===== config.mk =====
export PLATFORM = sky130hd
export DESIGN_NAME = boot_mbox
export DESIGN_NICKNAME = d
export VERILOG_FILES = /design/src/rtl/boot_mbox_pkg.sv /design/src/rtl/boot_mbox_regs.sv /design/src/rtl/boot_mbox_waiter.sv /design/src/rtl/boot_mbox.sv
export SDC_FILE = /design/constraint.sdc
export NUM_CORES = 1
export LEC_CHECK = 0
export ABC_AREA = 1
export BUFFER_PORTS_ARGS = -buffer_cell sky130_fd_sc_hd__buf_2
export CAP_MARGIN = 20
export CORE_AREA = 2 2 160 225
export DETAILED_ROUTE_END_ITERATION = 10
export DIE_AREA = 0 0 162 227
export HOLD_SLACK_MARGIN = 0.08
export PLACE_DENSITY = 0.67
export SYNTH_ARGS = -nofsm -noshare
export SYNTH_HDL_FRONTEND = slang
export SYNTH_SLANG_ARGS = --single-unit

===== constraint.sdc =====
create_clock -name clk_i -period 1.98 [get_ports clk_i]
set_input_delay 0 -clock clk_i [delete_from_list [all_inputs] [get_ports clk_i]]
set_output_delay 0 -clock clk_i [all_outputs]
set_load 0.05 [all_outputs]

===== src/rtl/boot_mbox_pkg.sv =====
package boot_mbox_pkg;
  localparam int ADDR_W = 5;

  localparam logic [ADDR_W-1:0] OFF_IMAGE  = 5'h00;
  localparam logic [ADDR_W-1:0] OFF_STAGE1 = 5'h04;
  localparam logic [ADDR_W-1:0] OFF_CMD    = 5'h08;
  localparam logic [ADDR_W-1:0] OFF_STAGE2 = 5'h0C;
  localparam logic [ADDR_W-1:0] OFF_META   = 5'h10;
  localparam logic [ADDR_W-1:0] OFF_CSTART = 5'h14;
  localparam logic [ADDR_W-1:0] OFF_CLEN   = 5'h18;

  localparam int CMD_META_READY = 1;
  localparam int CMD_LOAD_READY = 2;

  localparam int NUM_HOST_REGS = 5;
  localparam int IDX_IMAGE  = 0;
  localparam int IDX_CMD    = 1;
  localparam int IDX_META   = 2;
  localparam int IDX_CSTART = 3;
  localparam int IDX_CLEN   = 4;
endpackage


===== src/rtl/boot_mbox_regs.sv =====
module boot_mbox_regs
  import boot_mbox_pkg::*;
#(
  parameter int DW = 32
) (
  input  logic              clk_i,
  input  logic              rst_ni,
  input  logic              host_we_i,
  input  logic              host_re_i,
  input  logic [ADDR_W-1:0] host_addr_i,
  input  logic [DW-1:0]     host_wdata_i,
  output logic [DW-1:0]     host_rdata_o,
  input  logic              stage1_we_i,
  input  logic [DW-1:0]     stage1_data_i,
  input  logic              stage2_we_i,
  input  logic [DW-1:0]     stage2_data_i,
  output logic [DW-1:0]     image_o,
  output logic [DW-1:0]     cmd_o,
  output logic [DW-1:0]     meta_o,
  output logic [DW-1:0]     cstart_o,
  output logic [DW-1:0]     clen_o,
  output logic [DW-1:0]     stage1_o,
  output logic [DW-1:0]     stage2_o,
  output logic              meta_rdy_o,
  output logic              load_rdy_o
);
  localparam logic [ADDR_W-1:0] HOST_OFF [NUM_HOST_REGS] =
    '{OFF_IMAGE, OFF_CMD, OFF_META, OFF_CSTART, OFF_CLEN};

  logic [DW-1:0] host_q [NUM_HOST_REGS];
  logic [DW-1:0] st1_q, st2_q, st1_nx, st2_nx, rd_nx, rdata_q;
  logic          cmd_wr, meta_q, load_q;

  assign st1_nx = stage1_we_i ? stage1_data_i : st1_q;
  assign st2_nx = stage2_we_i ? stage2_data_i : st2_q;
  assign cmd_wr = host_we_i && (host_addr_i == OFF_CMD);

  always_ff @(posedge clk_i or negedge rst_ni) begin
    if (!rst_ni) begin
      for (int i = 0; i < NUM_HOST_REGS; i++) host_q[i] <= '0;
    end else begin
      for (int i = 0; i < NUM_HOST_REGS; i++)
        if (host_we_i && (host_addr_i == HOST_OFF[i])) host_q[i] <= host_wdata_i;
    end
  end

  // status registers are written by the remote side only
  always_ff @(posedge clk_i or negedge rst_ni) begin
    if (!rst_ni) begin
      st1_q <= '0;
      st2_q <= '0;
    end else begin
      st1_q <= st1_nx;
      st2_q <= st2_nx;
    end
  end

  always_comb begin
    rd_nx = '0;
    for (int i = 0; i < NUM_HOST_REGS; i++)
      if (host_addr_i == HOST_OFF[i]) rd_nx = host_q[i];
    if (host_addr_i == OFF_STAGE1) rd_nx = st1_nx;
    if (host_addr_i == OFF_STAGE2) rd_nx = st2_nx;
  end

  always_ff @(posedge clk_i or negedge rst_ni) begin
    if (!rst_ni) begin
      rdata_q <= '0;
      meta_q  <= 1'b0;
      load_q  <= 1'b0;
    end else begin
      if (host_re_i) rdata_q <= rd_nx;
      meta_q <= cmd_wr && (host_wdata_i == DW'(CMD_META_READY));
      load_q <= cmd_wr && (host_wdata_i == DW'(CMD_LOAD_READY));
    end
  end

  assign host_rdata_o = rdata_q;
  assign image_o      = host_q[IDX_IMAGE];
  assign cmd_o        = host_q[IDX_CMD];
  assign meta_o       = host_q[IDX_META];
  assign cstart_o     = host_q[IDX_CSTART];
  assign clen_o       = host_q[IDX_CLEN];
  assign stage1_o     = st1_q;
  assign stage2_o     = st2_q;
  assign meta_rdy_o   = meta_q;
  assign load_rdy_o   = load_q;
endmodule


===== src/rtl/boot_mbox_waiter.sv =====
module boot_mbox_waiter #(
  parameter int DW = 32,
  parameter int CW = 16
) (
  input  logic          clk_i,
  input  logic          rst_ni,
  input  logic          start_i,
  input  logic          sel_i,
  input  logic [DW-1:0] expect_i,
  input  logic [CW-1:0] cycles_i,
  input  logic [DW-1:0] stage1_i,
  input  logic [DW-1:0] stage2_i,
  output logic          busy_o,
  output logic          done_o,
  output logic          match_o,
  output logic          err_o,
  output logic          timeout_o
);
  logic          busy_q, done_q, match_q, err_q, to_q, sel_q;
  logic [DW-1:0] exp_q, stat;
  logic [CW-1:0] lim_q, cnt_q;
  logic          neg, hit, expired;

  assign stat    = sel_q ? stage2_i : stage1_i;
  assign neg     = stat[DW-1];
  assign hit     = (exp_q == '0) ? (stat != '0) : (stat == exp_q);
  assign expired = (cnt_q == lim_q);

  always_ff @(posedge clk_i or negedge rst_ni) begin
    if (!rst_ni) begin
      busy_q <= 1'b0; done_q <= 1'b0; match_q <= 1'b0;
      err_q  <= 1'b0; to_q   <= 1'b0; sel_q   <= 1'b0;
      exp_q  <= '0;   lim_q  <= '0;   cnt_q   <= '0;
    end else begin
      done_q <= 1'b0;
      if (start_i) begin
        busy_q  <= 1'b1;
        sel_q   <= sel_i;
        exp_q   <= expect_i;
        lim_q   <= cycles_i;
        cnt_q   <= '0;
        match_q <= 1'b0;
        err_q   <= 1'b0;
        to_q    <= 1'b0;
      end else if (busy_q) begin
        // sign bit outranks a match, a match outranks the limit
        if (neg) begin
          err_q <= 1'b1; busy_q <= 1'b0; done_q <= 1'b1;
        end else if (hit) begin
          match_q <= 1'b1; busy_q <= 1'b0; done_q <= 1'b1;
        end else if (expired) begin
          to_q <= 1'b1; busy_q <= 1'b0; done_q <= 1'b1;
        end else begin
          cnt_q <= cnt_q + 1'b1;
        end
      end
    end
  end

  assign busy_o    = busy_q;
  assign done_o    = done_q;
  assign match_o   = match_q;
  assign err_o     = err_q;
  assign timeout_o = to_q;
endmodule


===== src/rtl/boot_mbox.sv =====
module boot_mbox
  import boot_mbox_pkg::*;
#(
  parameter int DW = 32,
  parameter int CW = 16
) (
  input  logic              clk_i,
  input  logic              rst_ni,
  input  logic              host_we_i,
  input  logic              host_re_i,
  input  logic [ADDR_W-1:0] host_addr_i,
  input  logic [DW-1:0]     host_wdata_i,
  output logic [DW-1:0]     host_rdata_o,
  input  logic              stage1_we_i,
  input  logic [DW-1:0]     stage1_data_i,
  input  logic              stage2_we_i,
  input  logic [DW-1:0]     stage2_data_i,
  output logic [DW-1:0]     image_addr_o,
  output logic [DW-1:0]     meta_addr_o,
  output logic [DW-1:0]     code_start_o,
  output logic [DW-1:0]     code_len_o,
  output logic              meta_ready_o,
  output logic              load_ready_o,
  input  logic              wait_start_i,
  input  logic              wait_sel_i,
  input  logic [DW-1:0]     wait_expect_i,
  input  logic [CW-1:0]     wait_cycles_i,
  output logic              wait_busy_o,
  output logic              wait_done_o,
  output logic              wait_match_o,
  output logic              wait_err_o,
  output logic              wait_timeout_o
);
  logic [DW-1:0] stage1_q, stage2_q, cmd_q;

  boot_mbox_regs #(.DW(DW)) u_regs (
    .clk_i        (clk_i),
    .rst_ni       (rst_ni),
    .host_we_i    (host_we_i),
    .host_re_i    (host_re_i),
    .host_addr_i  (host_addr_i),
    .host_wdata_i (host_wdata_i),
    .host_rdata_o (host_rdata_o),
    .stage1_we_i  (stage1_we_i),
    .stage1_data_i(stage1_data_i),
    .stage2_we_i  (stage2_we_i),
    .stage2_data_i(stage2_data_i),
    .image_o      (image_addr_o),
    .cmd_o        (cmd_q),
    .meta_o       (meta_addr_o),
    .cstart_o     (code_start_o),
    .clen_o       (code_len_o),
    .stage1_o     (stage1_q),
    .stage2_o     (stage2_q),
    .meta_rdy_o   (meta_ready_o),
    .load_rdy_o   (load_ready_o)
  );

  boot_mbox_waiter #(.DW(DW), .CW(CW)) u_waiter (
    .clk_i    (clk_i),
    .rst_ni   (rst_ni),
    .start_i  (wait_start_i),
    .sel_i    (wait_sel_i),
    .expect_i (wait_expect_i),
    .cycles_i (wait_cycles_i),
    .stage1_i (stage1_q),
    .stage2_i (stage2_q),
    .busy_o   (wait_busy_o),
    .done_o   (wait_done_o),
    .match_o  (wait_match_o),
    .err_o    (wait_err_o),
    .timeout_o(wait_timeout_o)
  );
endmodule


; ---- Word level (Yosys, flattened, before mapping)
; Index checks and enable logic that the tools add are counted.
[word_totals]
register_bits = 328
output_inout_bits = 167
wordCells = 89
[classes]
n_addsub = 1
n_eq_ne = 13
n_mux = 38
reduce_logical = 18
[ops]
columns = cell, n
row1 = $mux W32, 10
row2 = $mux W16, 5
row3 = $eq A32 B1 Y1 const B, 1
row4 = $eq A32 B2 Y1 const B, 1
row5 = $eq A32 B32 Y1, 1
row6 = $logic_not A32 Y1, 1
row7 = $reduce_bool A32 Y1, 1
row8 = $mux W1, 23
row9 = $add A16 B1 Y16 const B, 1
row10 = $eq A16 B16 Y1, 1
row11 = $eq A5 B5 Y1 const B, 3
row12 = $eq A5 B4 Y1 const B, 2
row13 = $reduce_and A4 Y1, 2
row14 = $reduce_bool A2 Y1, 4
row15 = $logic_and A1 B1 Y1, 7
row16 = $ne A2 B2 Y1 const B, 3
row17 = $eq A5 B3 Y1 const B, 1
row18 = $logic_not A5 Y1, 1
row19 = $reduce_and A3 Y1, 1
row20 = $reduce_and A2 Y1, 1

; ---- Longest topological paths before layout
; Gate-level depths: netlist (run 1).
[depth]
depth_word = 8
ltp_mapped = 17
depth_no_buf = 16

; ---- By module
; A second synthesis (run 1) with hierarchy kept.
[hier_totals]
hier_cells = 2122
area_unflattened_um2 = 16344.4
[modules_own_cells]
columns = module, instances, cells_per_inst, area_per_inst_um2
row1 = boot_mbox_regs, 1, 1448, 11910.2
row2 = boot_mbox_waiter, 1, 674, 4434.3

; ---- Least setup slack after synthesis (run 1)
; OpenSTA, ideal clock, no wires.
[synth_timing]
path_kind = reg-to-reg
startpoint = reg u_waiter.sel_q
endpoint = reg u_waiter.cnt_q[6]
t_arrival_ps = 1722
t_required_ps = 1863
slack_ps = 141
path_stages_with_launch = 18
cell_sequence = dfrtp_1 buf_6 inv_6 buf_6 nand2_1 nand2_1 nand2_1 nand2_1 nand2_1 nor2_1 nand2_1 nor2_1 nand3_1 nand4_4 nand2_4 buf_6 nand2_1 nand2_1
[synth_between]
elab_chain_len = 5
word_cells_on_any_way = 7
classes_between = eq/ne: 3 / mux: 2 / reduce/logical: 2
[synth_rtl]
columns = element, line_no
row1 = from (decl), boot_mbox_waiter.sv:19  ; logic busy_q, done_q, match_q, err_q, to_q, sel_q;
row2 = from (signal assigned), boot_mbox_waiter.sv:38  ; sel_q <= sel_i;
row3 = $mux W32 *, boot_mbox_waiter.sv:24  ; assign stat = sel_q ? stage2_i : stage1_i;
row4 = $eq A32 B32 Y1 or $reduce_bool A32 Y1 (tied branches), boot_mbox_waiter.sv:26  ; assign hit = (exp_q == '0) ? (stat != '0) : (stat == exp_q);
row5 = $mux W1, boot_mbox_waiter.sv:26
row6 = $ne A2 B2 Y1 (no line), n/a
row7 = $reduce_and A4 Y1 (no line) *, n/a
row8 = to (signal assigned), boot_mbox_waiter.sv:54  ; cnt_q <= cnt_q + 1'b1;
row9 = to (decl), boot_mbox_waiter.sv:21  ; logic [CW-1:0] lim_q, cnt_q;
; Every way passes the cells marked *; elsewhere a longest branch is shown, timed or not.
; A chain may end at the register's enable or synchronous reset.

; ---- Final worst setup path (run 1)
[layout_timing]
startpoint = reg u_waiter.sel_q
endpoint = reg u_waiter.cnt_q[12]
; Same word-level chain as after synthesis.

==> results of run 1 <==
[through the flow]
| stage | setup TNS [ps] | area (um2) | setup WS [ps] |
|---|---|---|---|
| after floorplan | 0 | 15490 | 141.5 |
| after global placement | -4883 | 18040 | -290.9 |
| after detailed placement | -5574 | 18040 | -331.9 |
| after CTS | -4638 | 21220 | -275.1 |
| after global routing | -7663 | 21360 | -423.4 |
| final | -5928 | 21360 | -329.7 |
[layout make-up]
| class | instances | area, um2 | area share |
|---|---|---|---|
| antenna | 2 | 5.005 | 0.0002343 |
| clock buffer | 47 | 973.4 | 0.04557 |
| clock inverter | 13 | 142.6 | 0.006677 |
| inverter | 188 | 718.2 | 0.03362 |
| multi-input combinational | 1337 | 6316 | 0.2957 |
| sequential | 328 | 8209 | 0.3843 |
| tap | 456 | 570.5 | 0.02671 |
| timing repair buffer | 608 | 4418 | 0.2068 |
| timing repair inverter | 1 | 8.758 | 0.0004100 |
[worst register-to-register path, delay by kind of cell, from the launching register on]
family                 cells  cell delay, ps
DFF                        1             490
and+or+nand+nor            8             910
AOI/OAI and AO/OA          1             130
buffers and inverters      4             680
[layer usage]
metal | up-vias | part of all wire | GRT usage
li1 | 7357 | - | -
met1 | 7409 | 0.38 | 0.3525
met2 | 632 | 0.49 | 0.5038
met3 | 181 | 0.063 | 0.05557
met4 | 2 | 0.060 | 0.1522
met5 | - | 0.00020 | 0
[state kept, by name (all words and copies together) (netlist names), 16 cells and up]
register,count
u_waiter.lim_q,16
u_regs.stage2_o,32
u_waiter.exp_q,32
u_regs.image_o,32
u_regs.host_rdata_o,32
u_regs.cstart_o,32
u_regs.clen_o,32
u_waiter.cnt_q,16
u_regs.meta_o,32
u_regs.stage1_o,32
u_regs.cmd_o,32
[Yosys cell counts (2+ instances only)]
library cell | number | area share
sky130_fd_sc_hd__a211oi_1 | 31 | 0.015
sky130_fd_sc_hd__a21oi_1 | 40 | 0.013
sky130_fd_sc_hd__and2_1 | 3 | 0.0012
sky130_fd_sc_hd__buf_1 | 2 | 0.00048
sky130_fd_sc_hd__buf_2 | 4 | 0.0013
sky130_fd_sc_hd__buf_4 | 2 | 0.00097
sky130_fd_sc_hd__buf_6 | 8 | 0.0058
sky130_fd_sc_hd__clkbuf_1 | 83 | 0.020
sky130_fd_sc_hd__clkinv_1 | 3 | 0.00073
sky130_fd_sc_hd__dfrtp_1 | 328 | 0.53
sky130_fd_sc_hd__inv_1 | 181 | 0.044
sky130_fd_sc_hd__inv_2 | 3 | 0.00073
sky130_fd_sc_hd__mux2_2 | 19 | 0.014
sky130_fd_sc_hd__nand2_1 | 667 | 0.16
sky130_fd_sc_hd__nand3_1 | 121 | 0.039
sky130_fd_sc_hd__nand4_1 | 27 | 0.011
sky130_fd_sc_hd__nor2_1 | 93 | 0.023
sky130_fd_sc_hd__nor3_1 | 12 | 0.0039
sky130_fd_sc_hd__nor4_1 | 4 | 0.0016
sky130_fd_sc_hd__nor4_2 | 2 | 0.0016
sky130_fd_sc_hd__o211ai_1 | 3 | 0.0015
sky130_fd_sc_hd__o21ai_0 | 279 | 0.090
sky130_fd_sc_hd__xnor2_1 | 7 | 0.0040
sky130_fd_sc_hd__xor2_1 | 16 | 0.0090
[cells by family (layout without fill, tap and decap cells)]
family	count (synthesis)	count (layout)	synth area share
other	0	2	0
and+or+nand+nor	937	938	0.2472
adders and majority gates	1	1	0.0008074
AOI/OAI and AO/OA	356	356	0.1210
muxes	19	19	0.01381
DFF	328	328	0.5297
xor gates and xnor gates	23	23	0.01300
buffers and inverters	287	857	0.07453
[power by group]
part | leakage (nW) | internal, mW | switching [mW]
registers | 4.16 | 7.59 | 0.717
logic | 6.30 | 1.51 | 3.70
clock network | 0.552 | 3.84 | 2.71
total | 11.0 | 12.9 | 7.13
[path summary, 6_finish.rpt]
path	end
setup / recovery	u_waiter.cnt_q[12]$_DFFE_PN0P_
hold / removal	u_regs.cstart_o[16]$_DFFE_PN0P_
setup reg to reg	u_waiter.cnt_q[12]$_DFFE_PN0P_
hold reg to reg	u_regs.cmd_o[23]$_DFFE_PN0P_
max in group asynchronous	u_regs.image_o[22]$_DFFE_PN0P_
min in group asynchronous	u_waiter.exp_q[9]$_DFFE_PN0P_
[timing repair]
| item | in CTS | in global routing |
|---|---|---|
| endpoints found under the hold margin | 638 | 0 |
| pin swaps | 12 | 18 |
| setup endpoints to repair | 20 | 20 |
| cloned | 2 | 2 |
| gates resized for setup | 22 | 25 |
| setup buffers | 3 | 4 |
| hold buffers | 194 | 0 |
==> run_results.csv, run 1 <==
group,metric,value,unit
status,status,"finished, violations left",
status,failed_checks,"negative setup slack",
timing,setup-violations-final,20,
critical_path,path_depth,13,
yosys,netlist_area,15490,um2
critical_path,rrSetupSlack,-330,ps
drt,vias_per_cell,5.229,
timing,finClkSkew,8.501,ps
drt,total_routed_wirelength,54.60,mm
yosys,total_number_of_yosys_warnings,0,
floorplanning,die_area,36770,um2
min_path,min-delay-start,"host_addr_i[3]",
yosys,synthArstFlopShare,1.000,
finish,flow.area_growth_from_synthesis,37.86,%
power_and_ir_drop,power,20.07,mW
timing,finalCritPeriodShare,1.167,
floorplanning,core_area,34660,um2
clock_tree,cts.clk_slew.worst_paths,60,ps
drt,drt_first_pass_iters,5,
global_route,grt_overflow,0,
drt,drtIter0Drc,1215,
critical_path,crit_chain,"buf_6 -> buf_2 -> nand2_1 -> buf_4 -> a21oi_1 -> nand4_1 -> nor2_1 -> nand2_1 -> nand2_2 -> nand4_4 -> buf_6 -> nand3_2 -> nand2_1",
finish,layout.filler_cells,3019,
finish,layout.cells.non_filler,2980,
drt,wire_per_inst,18.32,um
yosys,postSynthNetCount,2109,
place,detailedPlacementHpwl,37.45,mm
critical_path,cp-startpoint,"u_waiter.sel_q$_DFFE_PN0P_",
critical_path,crit_path_top_delay_cell,"sky130_fd_sc_hd__dfrtp_2",
critical_path,worstSetupPathType,"register to register",
yosys,synth.distinct_cells,37,
critical_path,reg2reg_depth,13,
place,portBuffers,323,
clock_tree,tritoncts,"built",
floorplanning,initial_utilization,0.4470,
finish,nets_finish,2657,
place,gp_congestion,0.9607,
yosys,synth-seq-area-share,0.5297,
clock_tree,cts_buffers,35,
timing,slew_violations,0,
global_route,first_global_vias,15420,
timing,min_period,2310,ps
yosys,synth_area_per_cell,7.942,um2
finish,finish.utilization,0.6163,
clock_tree,root_buffer,"sky130_fd_sc_hd__clkbuf_16",
power_and_ir_drop,total_leakage_power,11.01,nW
timing,hold_viol,0,
critical_path,worst_setup_path_start_kind,"register",
yosys,post_syn_instances,1951,
min_path,holdPathStages,4,
place,placed_cells,2713,
critical_path,worst_path_largest_cell_delay,490,ps
critical_path,crit_family,"simple AND/OR/NAND/NOR gates",
critical_path,required,2390,ps
timing,timing.fmax,433.0,MHz
clock_tree,cts.htree.levels,2,
global_route,antenna_found_initial,3,
clock_tree,cts_buffer_depth,3,
timing,setup_slack,-329.7,ps
floorplanning,die_h,227,um
global_route,grt_util_all_layers,0.2937,
floorplanning,design.portCount,324,
yosys,synth_top_flop_cell,"sky130_fd_sc_hd__dfrtp_1",
drt,detailed_route_via_count,15580,
min_path,worstHoldPathType,"input pin to register",
timing,timing.hold.ws,91.30,ps
critical_path,endpoint_kind,"register",
critical_path,timing.rr.start,"u_waiter.sel_q$_DFFE_PN0P_",
yosys,synth_enable_flop_cells,0,
clock_tree,clock_sinks,328,
finish,final_cell_mix,"sky130_fd_sc_hd__nand2_1 (653), sky130_fd_sc_hd__dfrtp_1 (327), sky130_fd_sc_hd__buf_2 (323), sky130_fd_sc_hd__o21ai_0 (279), sky130_fd_sc_hd__dlygate4sd3_1 (194)",
timing,worstMarginPinSlew,604.7,ps
floorplanning,row_count,81,
finish,layout-drive-gt1-share,0.2125,
yosys,yosys_register_bits,328,
timing,maxSlewHeadroom,0.5969,
drt,drt.antenna.violating_nets,0,
critical_path,path_buf_inv,4,
critical_path,maximum_net_fanout_on_the_critical_path,6,
timing,unrepaired_setup_endpoints_after_global_routing,"true",
drt,route.detailed.drc,0,
finish,leading_cell_type_in_the_layout_fill_and_taps_excluded,"sky130_fd_sc_hd__nand2_1",
global_route,grt_start_max_net_pins,67,
run,max_cap_viol_count,0,
critical_path,worstPathArrival,2720,ps
floorplanning,die_w,162,um
power_and_ir_drop,worst_ir_drop_vdd,0.8644,mV
global_route,grt_pass1_wl,84.21,mm
power_and_ir_drop,power.density_cell_area,939.4,nW/um2
critical_path,cpMostUsedCell,"sky130_fd_sc_hd__nand2_1",
clock_tree,clk-insertion-delay-late,520,ps
Power figures use the tool's default switching activity.
==> run 2, diff against run 1 <==
--- a/config.mk
+++ b/config.mk
@@ -5,12 +5,11 @@
 export SDC_FILE = /design/constraint.sdc
 export NUM_CORES = 1
 export LEC_CHECK = 0
-export ABC_AREA = 1
 export BUFFER_PORTS_ARGS = -buffer_cell sky130_fd_sc_hd__buf_2
 export CAP_MARGIN = 20
-export CORE_AREA = 2 2 160 225
+export CORE_AREA = 2 2 158 222
 export DETAILED_ROUTE_END_ITERATION = 10
-export DIE_AREA = 0 0 162 227
+export DIE_AREA = 0 0 160 224
 export HOLD_SLACK_MARGIN = 0.08
 export PLACE_DENSITY = 0.67
 export SYNTH_ARGS = -nofsm -noshare
==> run 2 against run 1 <==
- register-to-register slack worse by 240 ps
- critical path type unchanged
- die area shrank 2.5%
- largest power group unchanged
- the run still ends with negative setup slack left
- combinational power increased by 14%
==> run_results.csv, run 2 <==
group,metric,value,unit
status,status,"finished, violations left",
status,failed_checks,"negative setup slack",
critical_path,worstPathArrival,2990,ps
clock_tree,cts.htree.levels,2,
finish,area_used_by_multi_input_combinational_logic,6650,um2
drt,total_routed_wirelength,52.87,mm
place,detailedPlacementHpwl,35.55,mm
drt,drt.antenna.violating_nets,0,
power_and_ir_drop,power.density_cell_area,995.0,nW/um2
floorplanning,initial_utilization,0.4437,
critical_path,endpoint_kind,"register",
place,portBuffers,323,
yosys,postSynthNetCount,1344,
floorplanning,design.portCount,324,
yosys,synth.distinct_cells,46,
clock_tree,cts_buffer_depth,3,
finish,leading_cell_type_in_the_layout_fill_and_taps_excluded,"sky130_fd_sc_hd__dfrtp_1",
timing,finClkSkew,16.61,ps
yosys,total_number_of_yosys_warnings,0,
yosys,synth-seq-area-share,0.5468,
drt,route.detailed.drc,0,
yosys,synthArstFlopShare,1.000,
global_route,grt_overflow,0,
yosys,post_syn_instances,1186,
critical_path,worstSetupPathType,"register to register",
timing,hold_viol,0,
place,gp_congestion,0.9123,
timing,setup_tns,-10330,ps
run,max_cap_viol_count,0,
drt,wire_per_inst,23.29,um
clock_tree,clk-insertion-delay-late,520,ps
finish,finish.utilization,0.6364,
floorplanning,die_area,35840,um2
floorplanning,core_area,33830,um2
finish,antenna_cells,0,
clock_tree,cts_buffers,35,
timing,setup-violations-final,20,
finish,nets_finish,1952,
finish,final_cell_mix,"sky130_fd_sc_hd__dfrtp_1 (327), sky130_fd_sc_hd__buf_2 (322), sky130_fd_sc_hd__mux2_2 (273), sky130_fd_sc_hd__dlygate4sd3_1 (163), sky130_fd_sc_hd__buf_4 (137)",
yosys,post-synth-top-count-cell,"sky130_fd_sc_hd__dfrtp_1",
yosys,synth_commonest_cells,"sky130_fd_sc_hd__dfrtp_1 (328), sky130_fd_sc_hd__mux2_2 (273), sky130_fd_sc_hd__nand2_1 (79)",
timing,finalCritPeriodShare,1.290,
timing,timing.hold.ws,128.1,ps
clock_tree,cts.clk_slew.worst_paths,60,ps
drt,detailed_route_via_count,12730,
timing,min_period,2554,ps
global_route,first_global_vias,13460,
power_and_ir_drop,total_leakage_power,10.23,nW
yosys,leading_area_contributor_after_synthesis,"sky130_fd_sc_hd__dfrtp_1",
critical_path,required,2420,ps
yosys,yosys_register_bits,328,
yosys,synth_top_flop_cell,"sky130_fd_sc_hd__dfrtp_1",
global_route,antenna_found_initial,1,
clock_tree,tritoncts,"built",
critical_path,maximum_net_fanout_on_the_critical_path,11,
timing,maxSlewHeadroom,0.5859,
global_route,grt_start_max_net_pins,67,
floorplanning,die_h,224,um
drt,drtIter0Drc,843,
timing,worstMarginPinSlew,621.2,ps
yosys,netlist_area,15010,um2
floorplanning,row_count,80,
drt,vias_per_cell,5.609,
finish,layout-drive-gt1-share,0.4744,
yosys,post-synth-top-area-fraction,0.5468,
yosys,dominant_cells_by_area_after_synthesis,"sky130_fd_sc_hd__dfrtp_1 (55%), sky130_fd_sc_hd__mux2_2 (20%), sky130_fd_sc_hd__mux2i_1 (4.2%)",
critical_path,worst_setup_path_start_kind,"register",
timing,slew_violations,0,
yosys,synth_enable_flop_cells,0,
drt,drt_first_pass_iters,6,
power_and_ir_drop,worst_ir_drop_vdd,0.7855,mV
clock_tree,clock_sinks,328,
min_path,worstHoldPathType,"input pin to register",
floorplanning,die_w,160,um
timing,timing.fmax,391.6,MHz
global_route,grt_pass1_wl,79.22,mm
timing,setup_slack,-573.8,ps
place,preCtsSetupSlack,-684.2,ps
clock_tree,root_buffer,"sky130_fd_sc_hd__clkbuf_16",
finish,flow.area_growth_from_synthesis,43.44,%
global_route,grt_util_all_layers,0.2886,
finish,final-seq-area,8209,um2
finish,layout.filler_cells,2662,
timing,unrepaired_setup_endpoints_after_global_routing,"true",
yosys,synth_area_per_cell,12.66,um2
==> run 2: repair_timing <==
item | 4_1_cts | 5_1_grt
setup buffers | 7 | 0
endpoints found under the setup margin | 20 | 20
hold buffers | 164 | 0
cloned | 2 | 2
pin swaps | 7 | 11
hold endpoints to repair | 636 | 0
resized for setup | 22 | 16
==> run 2: cell families after synthesis <==
family	count (synthesis)	synth area share
muxes	337	0.2483
xor gates and xnor gates	48	0.02801
adders and majority gates	1	0.0008334
and+or+nand+nor	189	0.06735
DFF	328	0.5468
AOI/OAI and AO/OA	200	0.08469
buffers and inverters	83	0.02400
==> run 2: where the power goes <==
group / internal, mW / switching (mW)
combinational: 2.19 / 3.74
sequential: 7.65 / 0.781
clock: 4.32 / 2.74
total: 14.2 / 7.26
==> run 2: final timing paths <==
path | depth (start not counted) | slack [ps] | endpoint | from
min in group asynchronous | 3 | 170 | u_regs.stage1_o[17]$_DFF_PN0_ | rst_ni
min reg2reg | 1 | 500 | u_waiter.err_o$_DFFE_PN0P_ | u_waiter.err_o$_DFFE_PN0P_
max | 11 | -570 | u_waiter.cnt_q[8]$_DFFE_PN0P_ | u_waiter.sel_q$_DFFE_PN0P_
max reg2reg | 11 | -570 | u_waiter.cnt_q[8]$_DFFE_PN0P_ | u_waiter.sel_q$_DFFE_PN0P_
min | 3 | 130 | u_regs.clen_o[22]$_DFFE_PN0P_ | host_we_i
max in group asynchronous | 3 | 1450 | u_regs.meta_o[30]$_DFFE_PN0P_ | rst_ni
==> run 2: area by class of cell <==
cell class	instances	share of cell area
clock inverter	15	0.009705
timing repair buffer	651	0.2254
tap	451	0.02621
clock buffer	47	0.04800
sequential	328	0.3813
inverter	3	0.0005230
multi-input combinational	775	0.3089
==> run 2: routing by layer <==
| metal | part of all wire | GRT usage | vias up | wire length (um) |
|---|---|---|---|---|
| li1 | - | - | 5657 | - |
| met1 | 0.38 | 0.3413 | 6364 | 19840 |
| met2 | 0.51 | 0.5062 | 568 | 26960 |
| met3 | 0.061 | 0.05073 | 144 | 3221 |
| met4 | 0.054 | 0.1444 | 0 | 2845 |
| met5 | 0 | 0 | - | 0 |
==> run 2: per-stage QoR <==
| stage | cell area (um2) | total power [mW] | cells |
|---|---|---|---|
| 2_1_floorplan | 15040 | 11.96 | 1186 |
| 3_5_place_dp | 18270 | 13.97 | 2034 |
| 5_1_grt | 21530 | 22.20 | 2270 |
| 4_1_cts | 21400 | 21.42 | 2268 |
| 6_report | 21530 | 21.42 | 2270 |
| 3_3_place_gp | 18270 | 13.86 | 2034 |
==> run 2: critical path, cell delays in order, from the launching register on <==
cell and delay, ps:
sky130_fd_sc_hd__dfrtp_2 460, sky130_fd_sc_hd__buf_12 150, sky130_fd_sc_hd__buf_16 140, sky130_fd_sc_hd__mux2i_4 190, sky130_fd_sc_hd__xnor2_2 170, sky130_fd_sc_hd__nor4_2 310, sky130_fd_sc_hd__nand4_1 190, sky130_fd_sc_hd__nor4_4 260
sky130_fd_sc_hd__buf_6 190, sky130_fd_sc_hd__clkbuf_16 170, sky130_fd_sc_hd__o31ai_1 80, sky130_fd_sc_hd__a21oi_1 160
